File: src/rtl/lwi_pkg.sv
package lwi_pkg;
  localparam int DATA_W      = 16;
  localparam int PERSIST_MAX = 16;
  localparam int CNT_W       = $clog2(PERSIST_MAX + 1);

  typedef logic [CNT_W-1:0] run_cnt_t;

  // Selector to required run length: 1, 4, 8, 16
  function automatic run_cnt_t persist_need(input logic [1:0] sel);
    case (sel)
      2'b00:   return run_cnt_t'(1);
      2'b01:   return run_cnt_t'(4);
      2'b10:   return run_cnt_t'(8);
      default: return run_cnt_t'(PERSIST_MAX);
    endcase
  endfunction
endpackage

File: src/rtl/lwi_window_cmp.sv
module lwi_window_cmp #(
  parameter int W = 16
) (
  input  logic [W-1:0] value,
  input  logic [W-1:0] lo,
  input  logic [W-1:0] hi,
  output logic         outside
);
  logic below, above;
  assign below   = value < lo;
  assign above   = value > hi;
  assign outside = below | above;
endmodule

File: src/rtl/lwi_persist_ctr.sv
module lwi_persist_ctr #(
  parameter int CNT_W = 5,
  parameter int SAT   = 16
) (
  input  logic             clk,
  input  logic             rst_n,
  input  logic             take,
  input  logic             outside,
  input  logic             active,
  input  logic             clr,
  input  logic [CNT_W-1:0] need,
  output logic [CNT_W-1:0] cnt,
  output logic             hit
);
  localparam logic [CNT_W-1:0] SAT_V = CNT_W'(SAT);
  logic [CNT_W-1:0] inc;

  assign inc = (cnt == SAT_V) ? cnt : cnt + 1'b1;
  assign hit = take && outside && (inc >= need);

  always_ff @(posedge clk or negedge rst_n) begin
    if (!rst_n)                 cnt <= '0;
    else if (!active || clr)    cnt <= '0;
    else if (take)              cnt <= outside ? inc : '0;
  end

  a_r7_idle_zero: assert property (@(posedge clk) disable iff (!rst_n)
    !active |=> cnt == '0);
  a_r3_inside_resets: assert property (@(posedge clk) disable iff (!rst_n)
    take && !outside |=> cnt == '0);
  a_r6_clear_restarts: assert property (@(posedge clk) disable iff (!rst_n)
    clr |=> cnt == '0);
  a_r10_no_wrap: assert property (@(posedge clk) disable iff (!rst_n)
    cnt == SAT_V && take && outside && active && !clr |=> cnt == SAT_V);
endmodule

File: src/rtl/lwi_flag_reg.sv
module lwi_flag_reg (
  input  logic clk,
  input  logic rst_n,
  input  logic set,
  input  logic clr,
  output logic flag
);
  always_ff @(posedge clk or negedge rst_n) begin
    if (!rst_n)    flag <= 1'b0;
    else if (set)  flag <= 1'b1;
    else if (clr)  flag <= 1'b0;
  end

  a_r4_sticky: assert property (@(posedge clk) disable iff (!rst_n)
    flag && !clr |=> flag);
  a_r6_trigger_wins: assert property (@(posedge clk) disable iff (!rst_n)
    set && clr |=> flag);
  a_r6_clear_drops: assert property (@(posedge clk) disable iff (!rst_n)
    clr && !set |=> !flag);
endmodule

File: src/rtl/lwi_threshold_irq.sv
module lwi_threshold_irq
  import lwi_pkg::*;
#(
  parameter int W = DATA_W
) (
  input  logic         clk,
  input  logic         rst_n,
  input  logic         res_valid,
  output logic         res_ready,
  input  logic [W-1:0] res_data,
  input  logic [W-1:0] thr_lo,
  input  logic [W-1:0] thr_hi,
  input  logic [1:0]   persist_sel,
  input  logic         sense_on,
  input  logic         flag_clr,
  output logic         irq_flag,
  output logic         irq_n
);
  logic     take, outside, hit;
  run_cnt_t run_cnt;

  assign res_ready = 1'b1;
  assign take      = res_valid && sense_on;

  lwi_window_cmp #(.W(W)) u_cmp (
    .value(res_data), .lo(thr_lo), .hi(thr_hi), .outside(outside)
  );

  lwi_persist_ctr #(.CNT_W(CNT_W), .SAT(PERSIST_MAX)) u_ctr (
    .clk(clk), .rst_n(rst_n), .take(take), .outside(outside),
    .active(sense_on), .clr(flag_clr), .need(persist_need(persist_sel)),
    .cnt(run_cnt), .hit(hit)
  );

  lwi_flag_reg u_flag (
    .clk(clk), .rst_n(rst_n), .set(hit), .clr(flag_clr), .flag(irq_flag)
  );

  assign irq_n = ~irq_flag;

  a_r1_below_fires: assert property (@(posedge clk) disable iff (!rst_n)
    res_valid && sense_on && persist_sel == 2'b00 && res_data < thr_lo |=> irq_flag);
  a_r7_idle_no_set: assert property (@(posedge clk) disable iff (!rst_n)
    !sense_on && !irq_flag |=> !irq_flag);
  a_r8_default_window: assert property (@(posedge clk) disable iff (!rst_n)
    thr_lo == '0 && thr_hi == '1 && !irq_flag |=> !irq_flag);
  a_r2_run_too_short: assert property (@(posedge clk) disable iff (!rst_n)
    !irq_flag && run_cnt == '0 && persist_sel != 2'b00 |=> !irq_flag);
endmodule

File: config.mk
export PLATFORM = sky130hd
export DESIGN_NAME = lwi_threshold_irq
export DESIGN_NICKNAME = d
export VERILOG_FILES = /design/src/rtl/lwi_pkg.sv /design/src/rtl/lwi_window_cmp.sv /design/src/rtl/lwi_persist_ctr.sv /design/src/rtl/lwi_flag_reg.sv /design/src/rtl/lwi_threshold_irq.sv
export SDC_FILE = /design/constraint.sdc
export NUM_CORES = 1
export LEC_CHECK = 0
export CAP_MARGIN = 20
export CORE_MARGIN = 1
export CORE_UTILIZATION = 35
export CTS_CLUSTER_DIAMETER = 150
export DETAILED_ROUTE_END_ITERATION = 8
export DONT_BUFFER_PORTS = 1
export HOLD_SLACK_MARGIN = 0.02
export PLACE_DENSITY = 0.54
export SLEW_MARGIN = 20
export SYNTH_ARGS = -nofsm -noshare
export SYNTH_HDL_FRONTEND = slang
export SYNTH_HIERARCHICAL = 1
export SYNTH_SLANG_ARGS = --single-unit
File: constraint.sdc
create_clock -name clk -period 3.3 [get_ports clk]
set_input_delay 0.33 -clock clk [delete_from_list [all_inputs] [get_ports clk]]
set_output_delay 0.33 -clock clk [all_outputs]
set_load 0.01 [all_outputs]
==> flow_summary.ini <==
[outcome]
outcome = finished clean

[floorplanning]
core-area_sq_um = 3770
die_h_um = 65.8
rows = 22
dieArea_sq_um = 4320
die_w_um = 65.8
ioPinCount = 58
start_util_pct = 37.7

[setup_path]
start_kind = flop
critical_path_arrival_ns = 2.22
critical_path_class = reg -> reg
worst_ep_required_time_ns = 3.42
critPathMaxFanout = 5
critical_path.endpoint_type = flop

[clock_network]
clock_latency_ns = 0.23
clock_sinks = 6
clock-root-buffer = clkbuf_8
cts_buffers = 3
cts_tree = built
post-cts-setup-buffers = 0
cts.path.max_buffers = 2
htree_levels = 1
cts.clk_slew.worst_paths_ns = 0.04

[route]
wl_per_cell_um = 12.8
avgViaCountPerCell = 5.29
wl_um = 2930
drtAntennaViolNets = 0
first_pass_iters = 4
num_vias = 1207
drc = 0
drt_iter0_markers = 28

[timing]
finalSetupTns_ns = 0
period_needed_ns = 2.10
finalHoldViolations = 0
post-route-period-util_pct = 63.7
relSlewSlack_pct = 55.7
rsz0062_at_grt = false
worstMarginPinSlew_ns = 0.664
finClkSkew_ns = 0.00555
slew_viol_final = 0
maxClockFrequency_ghz = 0.476
setup_slack_ns = 1.20
setup_violations = 0

[global_route]
grt_pass1_vias = 1156
grt_max_degree = 11
grt_busiest_layer = met2
grtUsageMet2_pct = 24.4
gr-usage-met3_pct = 2.43
use_met1_pct = 18.4
grt_pass1_wl_um = 4820
overflow = 0
antenna_found_initial = 0
grt_use_total_pct = 14.4

[synth]
synth_nets = 274
yosysUniqueCellTypes = 42
yosys_warnings = 6
postSynthRegisterBits = 6
syn_area_sq_um = 1420
ys_seq_area_share_pct = 10.6
syn_avg_cell_area_sq_um = 7.86
synth_cells = 181

[job]
maxCapViolations = 0

[finish]
syn2layout_area_growth_pct = 5.98
stdcell_count = 228
mostFrequentLayoutCell = inv_1
num-nets-final = 275
final_core_util_pct = 40.0
mostFrequentLayoutCells = 41 x inv_1, 38 x ha_1, 12 x a21oi_1
drive_gt1_share_pct = 6.11
n_fill_cell = 378
n_antenna_cell = 0

[power]
sw_frac_of_total_pct = 33.1
total_power_mw = 0.306
comb_power_share_pct = 37.8
ir_worst_vdd_mv = 0.205
power_density_nw_per_um2 = 203
switchingPower_mw = 0.101
leakage_nw = 0.789
pwr-share-clk_pct = 36.9
power.internal_mw = 0.205
power_frac_seq_pct = 25.3

[placed_design]
io_buffers = 0
hpwlAfterDp_um = 2560
dp.cells = 224
gp_congestion = 0.854
pre_cts_ws_ns = 0.675

[worst_hold_path]
hold_path.class = in -> reg
cell families (layout without fill, tap and decap cells):
kind of cell    count (synthesis)  in the layout  synth area share, %
simple gates                   47             47                 22.0
buf+inv                        46             45                 13.2
fa+ha+maj                      38             38                 33.4
compound gates                 38             38                 17.9
flops                           6              6                 10.6
xor+xnor                        4              4                 2.46
other cells                     2              2                0.528
state kept, by name, indices dropped and copies added (netlist names):
signal and count:
u_ctr/cnt 5, u_flag/flag 1
cells in the mapped netlist:
master | count | area share, %
inv_1 | 41 | 11
ha_1 | 38 | 33
a21oi_1 | 12 | 4.2
nand2_1 | 7 | 1.8
o21ai_0 | 7 | 2.5
dfrtp_1 | 6 | 11
nand3_1 | 5 | 1.8
nand4_1 | 5 | 2.2
nor2_1 | 5 | 1.3
nor2b_1 | 5 | 2.2
xnor2_1 | 4 | 2.5
and2_1 | 3 | 1.3
buf_2 | 3 | 1.1
nor4bb_1 | 3 | 2.1
a21o_1 | 2 | 1.1
a31oi_1 | 2 | 0.88
a41oi_1 | 2 | 1.2
conb_1 | 2 | 0.53
nand3b_1 | 2 | 1.1
nor3b_1 | 2 | 1.1
nor4_1 | 2 | 0.88
o211ai_1 | 2 | 1.1
o31ai_1 | 2 | 1.1
a2111o_1 | 1 | 0.79
a211oi_1 | 1 | 0.53
a21boi_0 | 1 | 0.53
a221oi_1 | 1 | 0.62
a41oi_2 | 1 | 1.1
and2_2 | 1 | 0.53
and2b_2 | 1 | 0.62
and4bb_4 | 1 | 1.1
buf_4 | 1 | 0.53
buf_6 | 1 | 0.79
nand2b_1 | 1 | 0.44
nand4_2 | 1 | 0.88
nand4_4 | 1 | 1.5
nand4bb_1 | 1 | 0.79
nor3_1 | 1 | 0.35
o211a_1 | 1 | 0.70
o21ai_1 | 1 | 0.35
o21ai_2 | 1 | 0.62
o32ai_1 | 1 | 0.62
critical path, cell delays in order, from the launching register on:
cell and delay (ns):
dfrtp_1 0.42, inv_1 0.13, ha_1 0.18, and4bb_4 0.27, xnor2_1 0.12, ha_1 0.24
nand2b_1 0.14, a31oi_1 0.21, o21ai_0 0.13, a21o_1 0.16
layout make-up:
type,count,area (sq um),share of cell area (%)
Tap cell,48,60.1,3.98
Multi-Input combinational cell,129,1090,72.4
Sequential cell,6,150,9.96
Inverter,41,154,10.2
Timing Repair Buffer,1,10.0,0.664
Clock buffer,3,41.3,2.74
repair_timing:
action / 4_1_cts / 5_1_grt
hold buffers: 1 / 0
hold endpoints to repair: 6 / 0
gates resized for setup: 0 / 0
stage by stage:
step / hold WS (ns) / area [sq um]
global placement: 0.0346 / 1450
finish: 0.257 / 1510
global route: 0.272 / 1510
detailed placement: 0.0345 / 1450
floorplan: 0.0344 / 1420
CTS: 0.260 / 1500
worst paths after layout:
check                                    end  depth (start not counted)  slack, ns          from
worst max-delay path             u_flag/flag                          9       1.20  u_ctr/cnt[0]
max in group asynchronous       u_ctr/cnt[0]                          1       2.65         rst_n
worst max register to register   u_flag/flag                          9       1.20  u_ctr/cnt[0]
worst min-delay path             u_flag/flag                          2       0.26      flag_clr
min in group asynchronous        u_flag/flag                          1       0.42         rst_n
worst min register to register   u_flag/flag                          1       0.58   u_flag/flag
power groups by stage:
stage / Clock (mW) / Sequential, mW / Combinational (mW)
after floorplan: 0 / 0.0778 / 0.0935
after global placement: 0 / 0.0782 / 0.109
after detailed placement: 0 / 0.0782 / 0.111
after CTS: 0.114 / 0.0773 / 0.114
after global routing: 0.119 / 0.0775 / 0.136
final: 0.113 / 0.0773 / 0.116
layer usage:
metal / share of wire, % / up-vias
met5: 0 / -
met4: 1.2 / 0
met3: 4.8 / 5
met2: 44 / 44
met1: 50 / 529
li1: - / 629
Power figures use the tool's default switching activity.
